`src/rtl/ibuf_pkg.sv`:
```
package ibuf_pkg;
  typedef enum logic [1:0] {
    OP_NONE   = 2'd0,
    OP_SQUASH = 2'd1,
    OP_REMOVE = 2'd2,
    OP_POP    = 2'd3
  } ibuf_op_e;

  function automatic int id_width(input int n);
    return (n > 1) ? $clog2(n) : 1;
  endfunction
endpackage

```
`src/rtl/ibuf_bypass_dec.sv`:
```
module ibuf_bypass_dec #(
  parameter int NTHR   = 2,
  parameter int TID_W  = 1,
  parameter int STG_W  = 3,
  parameter int FREE_W = 3
) (
  input  logic              clk,
  input  logic              rst,
  input  logic              arr_valid,
  input  logic [TID_W-1:0]  arr_tid,
  input  logic [STG_W-1:0]  arr_stage,
  input  logic [NTHR-1:0]   stg2_blocked,
  input  logic [FREE_W-1:0] stg2_free,
  input  logic              buf_empty,
  output logic              byp_valid,
  output logic              byp_grant,
  output logic [STG_W-1:0]  byp_next_stage,
  output logic [STG_W-1:0]  byp_ins_stage,
  output logic [STG_W-1:0]  byp_rem_stage
);
  logic             thr_stalled;
  logic             grant_d;
  logic [STG_W-1:0] stg_p1;
  logic [STG_W-1:0] stg_p2;

  always_comb begin
    thr_stalled = 1'b0;
    for (int t = 0; t < NTHR; t++) begin
      if (arr_tid == TID_W'(t)) thr_stalled = stg2_blocked[t];
    end
    grant_d = buf_empty && !thr_stalled && (stg2_free != '0);
    stg_p1  = arr_stage + STG_W'(1);
    stg_p2  = arr_stage + STG_W'(2);
  end

  always_ff @(posedge clk) begin
    if (rst) begin
      byp_valid      <= 1'b0;
      byp_grant      <= 1'b0;
      byp_next_stage <= '0;
      byp_ins_stage  <= '0;
      byp_rem_stage  <= '0;
    end else begin
      byp_valid <= arr_valid;
      if (arr_valid) begin
        byp_grant      <= grant_d;
        byp_next_stage <= grant_d ? stg_p2 : stg_p1;
        byp_ins_stage  <= stg_p1;
        byp_rem_stage  <= stg_p2;
      end else begin
        byp_grant <= 1'b0;
      end
    end
  end
endmodule

```
`src/rtl/ibuf_kill_mask.sv`:
```
module ibuf_kill_mask
  import ibuf_pkg::*;
#(
  parameter int DEPTH = 4,
  parameter int TID_W = 1,
  parameter int SEQ_W = 8,
  parameter int PAY_W = 16,
  parameter int CNT_W = 3,
  localparam int ENT_W = TID_W + SEQ_W + PAY_W
) (
  input  logic [DEPTH-1:0][ENT_W-1:0] ent,
  input  logic [CNT_W-1:0]            cnt,
  input  ibuf_op_e                    op,
  input  logic [TID_W-1:0]            sq_tid,
  input  logic [SEQ_W-1:0]            sq_seq,
  input  logic [TID_W-1:0]            rm_tid,
  input  logic [SEQ_W-1:0]            rm_seq,
  output logic [DEPTH-1:0]            keep,
  output logic [CNT_W-1:0]            kept_cnt,
  output logic                        rm_hit
);
  logic [DEPTH-1:0][TID_W-1:0] e_tid;
  logic [DEPTH-1:0][SEQ_W-1:0] e_seq;

  for (genvar g = 0; g < DEPTH; g++) begin : g_fields
    assign e_tid[g] = ent[g][ENT_W-1 -: TID_W];
    assign e_seq[g] = ent[g][PAY_W +: SEQ_W];
  end

  always_comb begin
    logic kill;
    logic vld;
    keep     = '0;
    kept_cnt = '0;
    rm_hit   = 1'b0;
    for (int i = 0; i < DEPTH; i++) begin
      vld  = (CNT_W'(i) < cnt);
      kill = 1'b0;
      case (op)
        OP_SQUASH: kill = (e_tid[i] == sq_tid) && (e_seq[i] > sq_seq);
        OP_REMOVE: begin
          if (vld && !rm_hit && (e_tid[i] == rm_tid) && (e_seq[i] == rm_seq)) begin
            kill   = 1'b1;
            rm_hit = 1'b1;
          end
        end
        OP_POP:    kill = (i == 0);
        default:   kill = 1'b0;
      endcase
      keep[i]  = vld && !kill;
      kept_cnt = kept_cnt + CNT_W'(keep[i]);
    end
  end
endmodule

```
`src/rtl/ibuf_compact.sv`:
```
module ibuf_compact #(
  parameter int DEPTH = 4,
  parameter int ENT_W = 25,
  parameter int CNT_W = 3
) (
  input  logic [DEPTH-1:0][ENT_W-1:0] ent,
  input  logic [DEPTH-1:0]            keep,
  input  logic [CNT_W-1:0]            kept_cnt,
  input  logic                        ins_en,
  input  logic [ENT_W-1:0]            ins_ent,
  output logic [DEPTH-1:0][ENT_W-1:0] nxt_ent,
  output logic [CNT_W-1:0]            nxt_cnt
);
  logic [DEPTH-1:0][CNT_W-1:0] dest;

  always_comb begin
    logic [CNT_W-1:0] run;
    run = '0;
    for (int i = 0; i < DEPTH; i++) begin
      dest[i] = run;
      run     = run + CNT_W'(keep[i]);
    end
  end

  for (genvar j = 0; j < DEPTH; j++) begin : g_slot
    always_comb begin
      nxt_ent[j] = '0;
      for (int i = j; i < DEPTH; i++) begin
        if (keep[i] && dest[i] == CNT_W'(j)) nxt_ent[j] = ent[i];
      end
      if (ins_en && kept_cnt == CNT_W'(j)) nxt_ent[j] = ins_ent;
    end
  end

  assign nxt_cnt = kept_cnt + CNT_W'(ins_en);
endmodule

```
`src/rtl/instr_bypass_buffer.sv`:
```
module instr_bypass_buffer
  import ibuf_pkg::*;
#(
  parameter int DEPTH  = 4,
  parameter int NTHR   = 2,
  parameter int SEQ_W  = 8,
  parameter int PAY_W  = 16,
  parameter int STG_W  = 3,
  parameter int FREE_W = 3,
  localparam int TID_W = id_width(NTHR),
  localparam int CNT_W = $clog2(DEPTH + 1),
  localparam int ENT_W = TID_W + SEQ_W + PAY_W
) (
  input  logic              clk,
  input  logic              rst,
  input  logic              arr_valid,
  input  logic [TID_W-1:0]  arr_tid,
  input  logic [STG_W-1:0]  arr_stage,
  input  logic [NTHR-1:0]   stg2_blocked,
  input  logic [FREE_W-1:0] stg2_free,
  output logic              byp_valid,
  output logic              byp_grant,
  output logic [STG_W-1:0]  byp_next_stage,
  output logic [STG_W-1:0]  byp_ins_stage,
  output logic [STG_W-1:0]  byp_rem_stage,
  input  logic              ins_req,
  input  logic [TID_W-1:0]  ins_tid,
  input  logic [SEQ_W-1:0]  ins_seq,
  input  logic [PAY_W-1:0]  ins_pay,
  output logic              ins_done,
  output logic              ins_ok,
  input  logic              pop_req,
  output logic              pop_done,
  output logic              pop_ok,
  input  logic              rm_req,
  input  logic [TID_W-1:0]  rm_tid,
  input  logic [SEQ_W-1:0]  rm_seq,
  output logic              rm_done,
  output logic              rm_found,
  input  logic              sq_req,
  input  logic [TID_W-1:0]  sq_tid,
  input  logic [SEQ_W-1:0]  sq_seq,
  output logic              head_valid,
  output logic [TID_W-1:0]  head_tid,
  output logic [SEQ_W-1:0]  head_seq,
  output logic [PAY_W-1:0]  head_pay,
  output logic [CNT_W-1:0]  count,
  output logic              full,
  output logic              empty
);
  logic [DEPTH-1:0][ENT_W-1:0] ent_q;
  logic [DEPTH-1:0][ENT_W-1:0] nxt_ent;
  logic [CNT_W-1:0]            cnt_q;
  logic [CNT_W-1:0]            nxt_cnt;
  logic [DEPTH-1:0]            keep;
  logic [CNT_W-1:0]            kept_cnt;
  logic                        rm_hit;
  logic                        ins_young;
  logic                        ins_acc;
  ibuf_op_e                    op;

  // one structural operation per cycle, ranked squash > delete > pop
  always_comb begin
    if (sq_req)       op = OP_SQUASH;
    else if (rm_req)  op = OP_REMOVE;
    else if (pop_req) op = OP_POP;
    else              op = OP_NONE;
  end

  ibuf_bypass_dec #(
    .NTHR(NTHR), .TID_W(TID_W), .STG_W(STG_W), .FREE_W(FREE_W)
  ) u_dec (
    .clk(clk), .rst(rst),
    .arr_valid(arr_valid), .arr_tid(arr_tid), .arr_stage(arr_stage),
    .stg2_blocked(stg2_blocked), .stg2_free(stg2_free),
    .buf_empty(cnt_q == '0),
    .byp_valid(byp_valid), .byp_grant(byp_grant),
    .byp_next_stage(byp_next_stage), .byp_ins_stage(byp_ins_stage),
    .byp_rem_stage(byp_rem_stage)
  );

  ibuf_kill_mask #(
    .DEPTH(DEPTH), .TID_W(TID_W), .SEQ_W(SEQ_W), .PAY_W(PAY_W), .CNT_W(CNT_W)
  ) u_kill (
    .ent(ent_q), .cnt(cnt_q), .op(op),
    .sq_tid(sq_tid), .sq_seq(sq_seq), .rm_tid(rm_tid), .rm_seq(rm_seq),
    .keep(keep), .kept_cnt(kept_cnt), .rm_hit(rm_hit)
  );

  assign ins_young = (op == OP_SQUASH) && (ins_tid == sq_tid) && (ins_seq > sq_seq);
  assign ins_acc   = ins_req && !ins_young && (kept_cnt < CNT_W'(DEPTH));

  ibuf_compact #(
    .DEPTH(DEPTH), .ENT_W(ENT_W), .CNT_W(CNT_W)
  ) u_cmp (
    .ent(ent_q), .keep(keep), .kept_cnt(kept_cnt),
    .ins_en(ins_acc), .ins_ent({ins_tid, ins_seq, ins_pay}),
    .nxt_ent(nxt_ent), .nxt_cnt(nxt_cnt)
  );

  always_ff @(posedge clk) begin
    if (rst) begin
      ent_q    <= '0;
      cnt_q    <= '0;
      ins_done <= 1'b0;
      ins_ok   <= 1'b0;
      pop_done <= 1'b0;
      pop_ok   <= 1'b0;
      rm_done  <= 1'b0;
      rm_found <= 1'b0;
    end else begin
      ent_q    <= nxt_ent;
      cnt_q    <= nxt_cnt;
      ins_done <= ins_req;
      ins_ok   <= ins_acc;
      pop_done <= pop_req;
      pop_ok   <= (op == OP_POP) && (cnt_q != '0);
      rm_done  <= rm_req;
      rm_found <= (op == OP_REMOVE) && rm_hit;
    end
  end

  assign head_valid = (cnt_q != '0);
  assign head_tid   = ent_q[0][ENT_W-1 -: TID_W];
  assign head_seq   = ent_q[0][PAY_W +: SEQ_W];
  assign head_pay   = ent_q[0][PAY_W-1:0];
  assign count      = cnt_q;
  assign full       = (cnt_q == CNT_W'(DEPTH));
  assign empty      = (cnt_q == '0);
endmodule

```
`config.mk`:
```
export PLATFORM = sky130hd
export DESIGN_NAME = instr_bypass_buffer
export DESIGN_NICKNAME = d
export VERILOG_FILES = /design/src/rtl/ibuf_pkg.sv /design/src/rtl/ibuf_bypass_dec.sv /design/src/rtl/ibuf_kill_mask.sv /design/src/rtl/ibuf_compact.sv /design/src/rtl/instr_bypass_buffer.sv
export SDC_FILE = /design/constraint.sdc
export NUM_CORES = 1
export LEC_CHECK = 0
export BUFFER_PORTS_ARGS = -buffer_cell sky130_fd_sc_hd__buf_2
export CAP_MARGIN = 10
export CORE_MARGIN = 2
export CORE_UTILIZATION = 40
export DETAILED_ROUTE_END_ITERATION = 7
export GPL_TIMING_DRIVEN = 1
export PLACE_DENSITY = 0.68
export SYNTH_ARGS = -nofsm -noshare
export SYNTH_HDL_FRONTEND = slang
export SYNTH_HIERARCHICAL = 1
export SYNTH_SLANG_ARGS = --single-unit
export TNS_END_PERCENT = 1
```
`constraint.sdc`:
```
create_clock -name clk -period 4.7 [get_ports clk]
set_input_delay 0.705 -clock clk [delete_from_list [all_inputs] [get_ports clk]]
set_output_delay 0.705 -clock clk [all_outputs]
set_load 0.02 [all_outputs]
```
==> impl_metrics.yaml, run 1 <==
layout:
  multiInputGateArea_um2: 5320
  layout-drive-gt1-share_pct: 20.9
  fin_nets: 1211
  seq_area_um2: 2400
  area_growth_syn_to_layout_pct: 14.6
  design_area_um2: 9620
  antenna_cells: 0
  nFillCells: 1968
grt:
  antenna_found_initial: 0
  grt_usage_pct: 23.2
  grt_pass1_vias: 7398
  grt_first_pass_wirelength_um: 40500
  grt-ovfl-total: 0
  grt_max_degree: 89
timing:
  hold_slack_ps: 469
  rsz0062_at_grt: "false"
  fin_ws_ps: 292
  fin_crit_sh_pct: 93.8
  fin_setup_tns_ps: 0
  period_needed_ps: 4410
  tightest_slew_ps: 984
  timing.final.max_slew_violations: 0
  finalSetupViolCount: 0
  hold_viol_final: 0
  finClkSkew_ps: 12.9
  relSlewSlack_pct: 34.4
  fmax_mhz: 227
drt:
  ant_nets: 0
  wire_per_inst_um: 18.7
  routed_via_density: 5.73
  drt_iter0_markers: 724
  route.detailed.drc: 0
  routed_wl_um: 25800
  vias: 7903
  dr.pass1.iters: 5
place:
  pre_cts_ws_ps: -19.3
  portBuffers: 106
  hpwlAfterDp_um: 17500
  gp_congestion: 0.960
  dpl_cell_area_um2: 9060
worst_hold_path:
  hp-class: "register to register"
clocking:
  cts-htree-levels: 4
  cts_root_buf: "clkbuf_16"
  cts_resized: 0
  post_cts_buffers: 0
  cts.clk_slew.worst_paths_ps: 60
  clk_latency_ps: 420
  cts_tree: "built"
  numCtsBuffers: 17
  holdBufCountCts: 0
  clock_sinks: 120
  cts_buffer_depth: 2
die:
  start_util_pct: 41.1
  die_w_um: 149
  ios: 107
  die_h_um: 149
  rows: 52
  coreArea_um2: 20400
  die_area_um2: 22200
synth:
  synthMuxAreaShare_pct: 0.417
  yosys.area_share.adder_pct: 8.53
  synth_compound_area_share_pct: 21.8
  synth_top_family_by_area: "simple AND/OR/NAND/NOR gates"
  synth_xor_area_share_pct: 4.59
  synth_simple_gate_area_share_pct: 27.8
  yosys-top-cells-area: "dfxtp_1 29%, nor2b_1 8.3%, ha_1 8.1%, nand2_1 5.9%, and3_1 3.9%"
  syn_area_um2: 8390
  synth_flop_cell: "dfxtp_1"
  ys_async_sr_fraction_pct: 0
  syn_inst: 1028
  yosys_register_bits: 120
  ys_warn_count: 6
  syn_avg_cell_area_um2: 8.16
  syn_nets: 1143
  yosysTopAreaCell: "dfxtp_1"
  synth-seq-area-share_pct: 28.6
  synth_top_area_share_pct: 28.6
  synth_edf_count: 0
  ys_types: 68
setup_path:
  cp.arrival_ps: 4750
  required_ps: 5040
  criticalPathCategory: "input pin to register"
  endpoint_kind: "register"
  critPathMaxFanout: 50
  crit_path_start_kind: "input pin"
outcome:
  status: "finished, final reports clean"
pwr:
  ir_worst_vdd_mv: 0.241
  power_density_nw_per_um2: 449
  leakage_nw: 4.35
run:
  drv_cap: 0
-- placed cells by master, fill, tap and decap left out, types with 6 or more instances in the layout --
master and instances:
a211oi_1 8, ha_1 54, xor2_1 29, a221o_1 23, dfxtp_1 120, nor2_1 63
o21ai_1 15, a21oi_1 40, o211ai_1 29, nand3_1 30, xnor2_1 15, nand4_1 14
nor4_1 6, nand2_1 133, a31oi_1 24, o31ai_2 21, a211oi_2 21, clkbuf_16 17
buf_2 105, nor2b_1 111, o21ai_0 23, inv_1 29, and3_1 52, buf_4 35
-- power by group --
group | internal, mW | switching, mW
Sequential | 1.18 | 0.173
Combinational | 0.693 | 1.03
Clock | 0.745 | 0.509
-- worst max-delay path: stages --
cell,delay (ps)
buf_2,100
inv_1,180
ha_1,280
nor2b_1,130
o21a_1,150
o21ai_0,310
a21oi_1,130
nor3_1,280
buf_4,200
fa_1,390
ha_1,190
ha_1,180
nand2b_1,170
a21oi_1,160
buf_4,160
nor4bb_4,330
buf_12,290
nand2_1,110
o31ai_2,60
nor2b_1,160
-- final timing paths --
kind,startpoint,end,slack [ps],cells past startpoint
worst min-delay path,u_dec/byp_rem_stage[0],u_dec/byp_rem_stage[0],470,2
worst max register to register,head_seq[1],ent_q[47],430,18
worst min register to register,u_dec/byp_rem_stage[0],u_dec/byp_rem_stage[0],470,2
worst max-delay path,sq_seq[1],ent_q[47],290,20
-- state kept, by name, indices dropped and copies added (netlist names), 3 cells and up --
signal,flops
ent_q,75
head_pay,16
head_seq,8
count,3
u_dec/byp_ins_stage,3
u_dec/byp_next_stage,3
u_dec/byp_rem_stage,3
-- Yosys cell counts (3+ instances only) --
cell and n:
o31ai_1 5, a211oi_2 21, a211oi_1 8, nor3b_1 5, xor2_1 29, inv_1 29, nor4_1 6, nand3_1 30
clkbuf_1 29, o21ai_0 23, and3_1 52, nor4b_1 3, a31oi_1 24, nand4_1 14, a21oi_1 40, buf_4 29
nand2b_1 5, o21a_1 3, nand2_1 133, nor2b_1 111, nor3_1 5, buf_2 26, dfxtp_1 120, buf_6 7
and2_1 3, xnor2_1 15, nor2_1 63, o31ai_2 21, a221o_1 23, a21o_1 3, o211ai_1 29, o21ai_1 15
ha_1 54
-- stage by stage --
stage / total power [mW] / util (%) / instances
floorplan: 2.68 / - / 1028
global placement: 3.03 / 44.3 / 1347
detailed placement: 3.06 / 44.3 / 1347
CTS: 4.32 / 47.1 / 1379
global route: 4.56 / 47.1 / 1379
finish: 4.32 / 47.1 / 1379
-- metal layers --
metal / part of all wire [%] / track usage (%) / routed length, um / vias to the layer above
met5: 0 / 0 / 0 / -
met4: 2.0 / 7.00 / 518 / 0
met3: 9.1 / 4.71 / 2340 / 40
met2: 45 / 36.4 / 11500 / 381
met1: 44 / 32.1 / 11500 / 3731
li1: - / - / - / 3751
-- cell families after synthesis --
kind of cell,after synthesis
compound gates,233
mux,3
xor+xnor,44
simple gates,447
buf+inv,125
fa+ha+maj,56
flops,120
-- layout make-up --
| class | instances | share of cell area [%] |
|---|---|---|
| clock buffers | 19 | 4.60 |
| clock inverters | 13 | 1.26 |
| inverters | 29 | 1.13 |
| multi-input cells | 783 | 55.3 |
| flip-flops and latches | 120 | 25.0 |
| well taps | 270 | 3.51 |
| repair buffers | 145 | 9.23 |
(Power assumes the default switching activity.)
==> inputs of run 2 (changes only) <==
--- a/config.mk
+++ b/config.mk
@@ -5,13 +5,14 @@
 export SDC_FILE = /design/constraint.sdc
 export NUM_CORES = 1
 export LEC_CHECK = 0
+export ABC_AREA = 1
 export BUFFER_PORTS_ARGS = -buffer_cell sky130_fd_sc_hd__buf_2
 export CAP_MARGIN = 10
 export CORE_MARGIN = 2
 export CORE_UTILIZATION = 40
 export DETAILED_ROUTE_END_ITERATION = 7
 export GPL_TIMING_DRIVEN = 1
-export PLACE_DENSITY = 0.68
+export PLACE_DENSITY = 0.67
 export SYNTH_ARGS = -nofsm -noshare
 export SYNTH_HDL_FRONTEND = slang
 export SYNTH_HIERARCHICAL = 1
==> impl_metrics.yaml, run 2 <==
setup_path:
  crit_path_start_kind: "input pin"
  cp.arrival_ps: 4610
  critPathMaxFanout: 25
  required_ps: 5040
  endpoint_kind: "register"
  criticalPathCategory: "input pin to register"
clocking:
  cts_buffer_depth: 2
  cts.clk_slew.worst_paths_ps: 50
  clock_sinks: 120
  holdBufCountCts: 0
  cts-htree-levels: 4
  post_cts_buffers: 0
  cts_tree: "built"
  cts_resized: 0
  cts_root_buf: "clkbuf_16"
  clk_latency_ps: 420
  numCtsBuffers: 17
layout:
  largest-register: "ent_q"
  largest_register_ffs: 75
  design_area_um2: 10800
  layout-drive-gt1-share_pct: 12.8
  final_common_cell: "nand2_1"
  antenna_cells: 0
  area_growth_syn_to_layout_pct: 12.9
  fin_util_pct: 46.0
  layout_common_cells: "627 x nand2_1, 241 x inv_1, 194 x nor2_1"
  fin_nets: 1831
synth:
  ys_warn_count: 6
  yosys-top-cells-area: "dfxtp_1 25%, nand2_1 25%, inv_1 9.5%, nor2_1 7.7%, ha_1 7.1%"
  syn_area_um2: 9560
  syn_inst: 1662
  yosys_register_bits: 120
  synth_commonest_cells: "627 x nand2_1, 241 x inv_1, 196 x nor2_1"
  synth_most_common_cell: "nand2_1"
  yosysTopAreaCell: "dfxtp_1"
  synth-seq-area-share_pct: 25.1
  ys_async_sr_fraction_pct: 0
  syn_avg_cell_area_um2: 5.75
  synth_edf_count: 0
  ys_types: 43
  synth_top_area_share_pct: 25.1
  synth_flop_cell: "dfxtp_1"
  syn_nets: 1777
timing:
  tightest_slew_ps: 1130
  finalSetupViolCount: 0
  finClkSkew_ps: 13.4
  rsz0062_at_grt: "false"
  hold_viol_final: 0
  fmax_mhz: 234
  timing.final.max_slew_violations: 0
  fin_crit_sh_pct: 90.8
  relSlewSlack_pct: 24.7
  fin_ws_ps: 433
  fin_setup_tns_ps: 0
  period_needed_ps: 4270
die:
  die_area_um2: 25100
  ios: 107
  die_h_um: 159
  rows: 56
  die_w_um: 159
  start_util_pct: 40.7
  coreArea_um2: 23500
pwr:
  power_frac_seq_pct: 28.4
  ir_worst_vdd_mv: 0.385
  p_sw_share_pct: 44.3
  netSwitchingPower_mw: 1.99
  combPwrFrac_pct: 43.5
  clkPwrFrac_pct: 28.2
  leakage_nw: 5.80
  internal_power_mw: 2.50
  power_density_nw_per_um2: 416
drt:
  route.detailed.drc: 0
  routed_wl_um: 30600
  dr.pass1.iters: 6
  vias: 10213
  routed_via_density: 4.99
  ant_nets: 0
  drt_iter0_markers: 957
  wire_per_inst_um: 15.0
grt:
  grt_first_pass_wirelength_um: 48500
  antenna_found_initial: 0
  grt_max_degree: 98
  grt_usage_pct: 24.7
  grt_pass1_vias: 9248
  grt-ovfl-total: 0
outcome:
  status: "finished, final reports clean"
place:
  dpl_cell_area_um2: 10200
  pre_cts_ws_ps: 93.8
  portBuffers: 106
  gp_congestion: 0.977
  hpwlAfterDp_um: 20700
worst_hold_path:
  hp-class: "register to register"
run:
  drv_cap: 0
==> run 2: cell families (layout without fill, tap and decap cells) <==
family                     Yosys count  count (layout)  synth area share (%)
adders and majority gates           56              56                  7.49
buffers and inverters              366             430                  16.2
and+or+nand+nor                   1006            1006                  44.2
DFF                                120             120                  25.1
AOI/OAI and AO/OA                  102             102                  5.76
xor gates and xnor gates            12              12                  1.18
==> run 2: worst paths after layout <==
kind                               start  cells after the start  slack, ps                endpoint
setup / recovery                  sq_req                     24        430               ent_q[47]
hold / removal    u_dec/byp_rem_stage[0]                      2        460  u_dec/byp_rem_stage[0]
setup reg to reg             head_seq[3]                     19        600               ent_q[47]
hold reg to reg   u_dec/byp_rem_stage[0]                      2        460  u_dec/byp_rem_stage[0]
==> run 2: per-stage QoR <==
stage | std cells | total power [mW] | hold WS [ps]
global placement | 2016 | 3.17 | 453
floorplan | 1662 | 2.61 | 515
finish | 2045 | 4.49 | 460
CTS | 2045 | 4.48 | 465
global route | 2045 | 4.78 | 483
detailed placement | 2016 | 3.20 | 456
==> run 2: per-layer routing <==
| metal | part of all wire [%] | global-route usage, % |
|---|---|---|
| met3 | 8.1 | 4.38 |
| met5 | 0 | 0 |
| met2 | 44 | 39.5 |
| met1 | 45 | 33.3 |
| met4 | 2.6 | 8.71 |
==> run 2: area by class of cell <==
type | count | area [um^2]
fill | 2514 | 12700
multi-input combinational | 1176 | 5630
sequential | 120 | 2400
inverter | 262 | 983
timing repair buffer | 139 | 818
clock buffer | 20 | 457
tap | 319 | 399
clock inverter | 9 | 101
==> run 2: worst max-delay path: stages <==
cell and delay (ps):
buf_2 130, o21bai_1 220, inv_1 120, ha_1 170, inv_1 90, a21oi_2 100, nand2_1 70, nor2_2 130
nand3_2 140, nand4_1 100, nand2_1 60, a21oi_1 250, buf_4 190, inv_1 60, ha_1 290, ha_1 190
ha_1 250, nor2_4 220, nand3_2 570, nand2_1 250, nand3_1 90, nand2_1 90, inv_1 40, nor2_1 70
==> run 2: power by group through the flow <==
stage               sequential, mW  combinational (mW)  clock, mW
finish                        1.27                1.95       1.26
global route                  1.29                2.15       1.34
global placement              1.29                1.87          0
floorplan                     1.26                1.35          0
detailed placement            1.29                1.91          0
CTS                           1.27                1.92       1.29
==> inputs of run 3 (changes only) <==
--- a/config.mk
+++ b/config.mk
@@ -12,7 +12,8 @@
 export CORE_UTILIZATION = 40
 export DETAILED_ROUTE_END_ITERATION = 7
 export GPL_TIMING_DRIVEN = 1
-export PLACE_DENSITY = 0.67
+export PLACE_DENSITY = 0.69
+export RECOVER_POWER = 50
 export SYNTH_ARGS = -nofsm -noshare
 export SYNTH_HDL_FRONTEND = slang
 export SYNTH_HIERARCHICAL = 1
==> constraint.sdc (replaced) <==
create_clock -name clk -period 3.6 [get_ports clk]
set_input_delay 0.54 -clock clk [delete_from_list [all_inputs] [get_ports clk]]
set_output_delay 0.54 -clock clk [all_outputs]
set_load 0.02 [all_outputs]
==> impl_metrics.yaml, run 3 (synthesized netlist as in run 2, its figures left out) <==
layout:
  multiInputGateArea_um2: 5850
  layout-drive-gt1-share_pct: 21.6
  fin_nets: 1951
  fin_util_pct: 52.0
  largest_register_ffs: 75
  antenna_cells: 0
  final_common_cell: "nand2_1"
  largest-register: "ent_q"
  layout_common_cells: "606 x nand2_1, 236 x inv_1, 189 x nor2_1"
  layout.cells.non_filler: 2168
  nFillCells: 2296
  area_growth_syn_to_layout_pct: 27.8
  seq_area_um2: 2410
timing:
  rsz0062_at_grt: "true"
  tightest_slew_ps: 960
  period_needed_ps: 3690
  finClkSkew_ps: 11.2
  fin_ws_ps: -89.4
  fmax_mhz: 271
  fin_crit_sh_pct: 102
  finalSetupViolCount: 32
  timing.final.max_slew_violations: 0
  hold_viol_final: 0
  fin_setup_tns_ps: -1850
  relSlewSlack_pct: 36.0
die:
  coreArea_um2: 23500
  die_area_um2: 25100
  ios: 107
  die_h_um: 159
  die_w_um: 159
  start_util_pct: 40.7
  rows: 56
clocking:
  cts.clk_slew.worst_paths_ps: 60
  cts_tree: "built"
  cts-htree-levels: 4
  numCtsBuffers: 17
  clk_latency_ps: 430
  clock_sinks: 120
  cts_root_buf: "clkbuf_16"
  cts_buffer_depth: 2
drt:
  ant_nets: 0
  route.detailed.drc: 0
  wire_per_inst_um: 15.4
  dr.pass1.iters: 6
  drt_iter0_markers: 1038
  vias: 10782
  routed_wl_um: 33400
  routed_via_density: 4.97
grt:
  grt_first_pass_wirelength_um: 51000
  grt_pass1_vias: 9510
  grt_usage_pct: 26.3
  grt-ovfl-total: 0
  grt_max_degree: 84
  antenna_found_initial: 0
place:
  pre_cts_ws_ps: -551
  portBuffers: 106
  placed_cells: 2113
  hpwlAfterDp_um: 23300
  gp_congestion: 1.00
setup_path:
  crit_slowest_cell: "fa_1"
  slowest_delay_ps: 440
  endpoint_kind: "register"
  critPathMaxFanout: 12
  cp.arrival_ps: 3960
  required_ps: 3880
  crit_path_start_kind: "input pin"
  criticalPathCategory: "input pin to register"
pwr:
  ir_worst_vdd_mv: 0.434
  leakage_nw: 6.50
  power_density_nw_per_um2: 555
  p_total_mw: 6.78
outcome:
  status: "complete, but fails checks"
  violations: "setup timing"
run:
  drv_cap: 0
worst_hold_path:
  hp-class: "input pin to register"
==> run 3: cell count changes in the layout (fill, tap and decap cells not counted), moves of 6 or more <==
cell     before  now
buf_6         0    6
nand2_1     627  606
ha_4          0    7
buf_4        31  125
nand2_2       6   25
ha_1         54   45
buf_12        3   17
==> run 3: critical path: cells and delay by family <==
family	cells	cell delay (ps)
and+or+nand+nor	13	1270
AOI/OAI and AO/OA	1	180
buffers and inverters	9	830
adders and majority gates	4	1100
==> run 3: timing repair <==
item,4_1_cts,5_1_grt
endpoints found under the hold margin,0,0
endpoints found under the setup margin,77,100
hold buffers,0,0
resized for setup,21,65
buffers inserted,9,11
gates cloned,3,3
pin swaps,12,51
==> run 3: path summary, 6_finish.rpt <==
path	startpoint	endpoint	slack [ps]	cells past startpoint
hold reg to reg	u_dec/byp_ins_stage[0]	u_dec/byp_ins_stage[0]	470	2
hold / removal	arr_stage[1]	u_dec/byp_rem_stage[1]	360	2
setup / recovery	sq_seq[7]	ent_q[41]	-90	27
setup reg to reg	head_seq[7]	ent_q[41]	-70	26
==> run 3: routing by layer <==
layer	global-route usage, %	part of all wire [%]
met2	43.0	45
met3	4.30	8.3
met4	8.54	2.5
met1	35.4	44
met5	0	0
==> run 3: stage by stage <==
stage | instance area (um^2) | hold WS, ps
global route | 12200 | 354
finish | 12200 | 359
CTS | 11900 | 342
detailed placement | 11100 | 459
floorplan | 9620 | 515
global placement | 11100 | 449
==> run 3: cell type report <==
class                      instances  share of cell area [%]
clock inverter                    13                   0.983
timing repair inverter             1                  0.0922
sequential                       120                    19.7
inverter                         262                    8.17
multi-input combinational       1176                    47.9
clock buffer                      19                    3.63
tap                              319                    3.27
timing repair buffer             258                    16.2
==> run 3: where the power goes <==
group	switching, mW	internal, mW	leakage [nW]	total, mW
Combinational	2.16	1.34	5.25	3.50
Clock	0.690	0.973	0.271	1.66
Sequential	0.128	1.49	0.977	1.62
Total	2.98	3.80	6.50	6.78
